==> src/rtl/hdlc_tx_fifo_stat.sv <==
module hdlc_tx_fifo_stat #(
  parameter int DEPTH = 128,
  parameter int DW    = 8,
  parameter int THR_W = 7
) (
  input  logic                        clk,
  input  logic                        rst_n,
  input  logic                        wr_en,
  input  logic [DW-1:0]               wr_data,
  input  logic                        pop,
  input  logic                        pkt_active,
  output logic [DW-1:0]               rd_data,
  input  logic [THR_W-1:0]            low_thresh,
  input  logic                        stat_rd,
  input  logic [3:0]                  irq_en,
  output logic [7:0]                  stat_q,
  output logic                        irq,
  output logic [$clog2(DEPTH+1)-1:0]  count
);
  localparam int AW = $clog2(DEPTH);
  localparam int CW = $clog2(DEPTH+1);
  localparam logic [CW-1:0] FULLV = CW'(DEPTH);

  logic [DW-1:0] mem [DEPTH];
  logic [AW-1:0] wp, rp;
  logic [CW-1:0] cnt;
  logic          full_d, low_d;
  logic [3:0]    sticky, ev;

  wire full    = cnt == FULLV;
  wire empty   = cnt == '0;
  wire low     = empty | (cnt < CW'(low_thresh));
  wire push_ok = wr_en & ~full;
  wire pop_ok  = pop & ~empty;

  assign ev = {full & ~full_d, wr_en & full, pop & empty & pkt_active, low & ~low_d};

  always_ff @(posedge clk)
    if (push_ok) mem[wp] <= wr_data;

  always_ff @(posedge clk or negedge rst_n) begin
    if (!rst_n) begin
      wp     <= '0;
      rp     <= '0;
      cnt    <= '0;
      full_d <= 1'b0;
      low_d  <= 1'b1;
      sticky <= '0;
    end else begin
      if (push_ok) wp <= wp + 1'b1;
      if (pop_ok)  rp <= rp + 1'b1;
      case ({push_ok, pop_ok})
        2'b10:   cnt <= cnt + 1'b1;
        2'b01:   cnt <= cnt - 1'b1;
        default: cnt <= cnt;
      endcase
      full_d <= full;
      low_d  <= low;
      sticky <= ev | (sticky & {4{~stat_rd}});
    end
  end

  assign rd_data = mem[rp];
  assign count   = cnt;
  assign stat_q  = {1'b0, full, low, 1'b0, sticky};
  assign irq     = |(sticky & irq_en);
endmodule

==> config.mk <==
export PLATFORM = sky130hd
export DESIGN_NAME = hdlc_tx_fifo_stat
export DESIGN_NICKNAME = d
export VERILOG_FILES = /design/src/rtl/hdlc_tx_fifo_stat.sv
export SDC_FILE = /design/constraint.sdc
export NUM_CORES = 1
export LEC_CHECK = 0
export ABC_AREA = 1
export ABC_CLOCK_PERIOD_IN_PS = 2850
export BUFFER_PORTS_ARGS = -buffer_cell sky130_fd_sc_hd__buf_2
export CAP_MARGIN = 5
export CELL_PAD_IN_SITES_DETAIL_PLACEMENT = 0
export CELL_PAD_IN_SITES_GLOBAL_PLACEMENT = 1
export CORE_MARGIN = 2
export CORE_UTILIZATION = 50
export CTS_CLUSTER_SIZE = 20
export DETAILED_ROUTE_END_ITERATION = 16
export PLACE_DENSITY_LB_ADDON = 0.1
export SYNTH_ARGS = -nofsm -noshare
export SYNTH_HDL_FRONTEND = slang
export SYNTH_SLANG_ARGS = --single-unit
==> constraint.sdc <==
create_clock -name clk -period 2.85 [get_ports clk]
set_input_delay 0.4275 -clock clk [delete_from_list [all_inputs] [get_ports clk]]
set_output_delay 0.4275 -clock clk [all_outputs]
set_load 0.02 [all_outputs]
==> reports/qor.yml <==
drive_above_1_share_pct: 17.4
switchingPower_mw: 22.6
io_buffers: 47
met1_usage_pct: 40.6
critPathKind: "register to primary output"
setup_slack_ns: -0.567
nets: 4722
grtUsageMet2_pct: 43.9
power.internal_mw: 35.6
path_clk_slew_ns: 0.06
maxSlewHeadroom_pct: 35.6
fin_area_sq_mm: 0.0554
design.core.area_sq_mm: 0.0901
rsz0062_at_grt: "yes"
cts_tree: "yes"
comb_power_share_pct: 45.4
hp-class: "primary input to register"
yosysTopAreaCell: "edfxtp_1"
firstDrtPassIters: 6
routed_wl_mm: 129
cts_max_path_buffers: 3
grt_antenna_before_repair: 0
ir_drop_mv: 1.12
fin_util_pct: 61.4
grt_max_degree: 129
ys_seq_elements: 1052
clock_sinks: 1052
boundaryPins: 50
finalHoldViolations: 0
gr-usage-met3_pct: 3.67
violations: "setup timing"
root_buffer: "clkbuf_16"
arrival_ns: 2.99
synthFlopType: "edfxtp_1"
timing.critical_path.required_ns: 2.42
numCtsBuffers: 111
finalPower_mw: 58.2
hpwl_mm: 78.4
top_usage_layer: "met2"
syn2layout_area_growth_pct: 21.7
diodes: 0
fin_cells: 5952
gp_congestion: 0.832
timing.final.crit_share_pct: 120
placed_area_sq_mm: 0.0491
clk_latency_ns: 0.70
wl_per_cell_microns: 21.7
vias_per_cell: 5.30
crit_fanout: 7
die_x_microns: 306
syn_inst: 4429
vias: 31600
end_kind: "primary output"
first_global_vias: 30200
finalSetupViolations: 8
avgSynthCellArea_sq_um: 10.3
netlist_area_sq_mm: 0.0455
ant_nets: 0
status: "finished with violations"
p_leak_nw: 22.3
dieHeight_microns: 306
synth_warnings: 0
clock_skew_ns: 0.0155
dp_cells: 5690
fmax_ghz: 0.293
yosysTopAreaCellShare_pct: 67.6
synth_most_common_cell: "nand2_1"
powerDensity_mw_per_mm2: 1050
h-tree-depth: 3
ys_top_cells_by_area: "edfxtp_1, nand2_1, nor2_1, nand3_1, inv_1"
synthDistinctLibCells: 33
grt_first_pass_wirelength_mm: 192
drt_iter0_markers: 3284
dp_slack_ns: -0.341
swShare_pct: 38.8
synth_top_cells_by_count: "nand2_1, edfxtp_1, nor2_1, inv_1, nand3_1"
critPathLaunchType: "register"
async_flop_share_pct: 2.66
synth_edf_count: 1024
drc: 0
maxCapViolCount: 0
finalMaxSlewViolations: 0
grtUsageTotal_pct: 27.6
finalCriticalPeriod_ns: 3.42
dieArea_sq_mm: 0.0934
synth-seq-area-share_pct: 69.1
start_util_pct: 50.5
tightest_slew_ns: 0.966
std_cell_rows: 110
sequentialPowerShare_pct: 30.6
p_clk_share_pct: 24.0
gr-total-overflow: 0
## flip-flops by register name (all words and copies together), names as in the netlist
register  count
sticky        4
wp            7
count         8
mem        1024
rp            7
full_d        1
low_d         1
## timing repair
item	in CTS	in global routing
cloned	22	5
setup endpoints to repair	32	452
gates resized for setup	332	212
pin swaps	112	113
endpoints found under the hold margin	31	0
hold buffers	6	0
setup buffers	33	9
## stage by stage
| stage | hold WS (ns) | TNS (ns) |
|---|---|---|
| 6_report | 0.107 | -4.38 |
| 5_1_grt | 0.0876 | -5.21 |
| 4_1_cts | 0.0860 | -4.69 |
| 3_5_place_dp | 0.428 | -1.24 |
| 3_3_place_gp | 0.430 | -1.38 |
| 2_1_floorplan | 0.132 | 0 |
## path summary, 6_finish.rpt
path,from,end,slack [ns],cells past startpoint
worst max-delay path,rp[0],rd_data[5],-0.57,18
worst min-delay path,wr_data[2],mem[123][2],0.11,1
worst max register to register,count[5],mem[78][1],0.11,10
worst min register to register,full_d,sticky[3],0.44,1
max in group asynchronous,rst_n,rp[2],1.80,2
min in group asynchronous,rst_n,sticky[3],0.39,2
## area by class of cell
| type | instances | area (sq um) |
|---|---|---|
| well taps | 1176 | 1470 |
| flip-flops and latches | 1052 | 31500 |
| repair inverters | 2 | 27.5 |
| clock inverters | 51 | 464 |
| inverters | 504 | 1920 |
| fillers | 7302 | 34800 |
| multi-input cells | 2650 | 12400 |
| clock buffers | 152 | 3020 |
| repair buffers | 365 | 4570 |
## critical path, cell delays in order, from the launching register on
cell and delay (ns):
dfrtp_4 0.46, buf_6 0.15, inv_16 0.05, buf_12 0.14
buf_16 0.16, buf_4 0.14, buf_4 0.12, nand2_1 0.06
nand3_2 0.06, nand2_2 0.06, nand2_2 0.05, nand2_2 0.11
inv_2 0.05, nand2_4 0.07, nand2_2 0.06, nand3_2 0.10
nor2_4 0.05, nor2_4 0.19, buf_6 0.15
## layer usage
metal  wire length [microns]  vias up
li1                        -    15000
met1                   57200    15300
met2                   60200     1076
met3                    8620      186
met4                    2900        0
met5                       0        -
## layout by cell type (no fill, tap or decap), types with 5 or more instances in the layout
cell | Yosys | routed
nand2_1 | 1335 | 1241
ha_1 | 11 | 10
nand3_2 | 0 | 68
nor2_1 | 602 | 498
nand4_1 | 9 | 9
xnor2_1 | 7 | 6
clkbuf_16 | 0 | 118
clkinv_2 | 0 | 10
inv_2 | 2 | 17
buf_12 | 0 | 77
o21ai_0 | 197 | 164
nor2_2 | 0 | 52
a21oi_1 | 26 | 19
o21ai_1 | 8 | 37
buf_8 | 0 | 11
nand2_4 | 0 | 14
edfxtp_1 | 1024 | 1024
clkbuf_8 | 0 | 5
nand3_1 | 413 | 335
dlygate4sd3_1 | 0 | 6
nor2_4 | 0 | 52
inv_1 | 497 | 481
a21oi_2 | 0 | 6
or2_2 | 7 | 7
clkinv_1 | 4 | 28
clkbuf_1 | 97 | 34
buf_2 | 67 | 30
buf_6 | 12 | 35
xor2_1 | 14 | 14
buf_16 | 0 | 26
nand3_4 | 0 | 10
dfrtp_1 | 27 | 24
nand2_2 | 0 | 80
bufinv_16 | 0 | 7
clkinvlp_4 | 0 | 5
buf_4 | 20 | 171
nor3_1 | 5 | 5
## power by group through the flow
stage	clock network [mW]	logic, mW	registers [mW]
finish	14.0	26.4	17.8
global route	14.8	28.4	17.8
floorplan	0	11.4	18.1
global placement	0	21.1	18.1
detailed placement	0	21.1	18.1
CTS	14.1	25.0	17.8
## cells by family after synthesis
kind of cell               Yosys count  synth area share (%)
AOI/OAI and AO/OA                  240                  2.68
xor gates and xnor gates            21                 0.404
adders and majority gates           11                 0.302
buffers and inverters              728                  6.56
DFF                               1052                  69.1
other                                1               0.00824
and+or+nand+nor                   2376                  20.9
(Power assumes the default switching activity.)
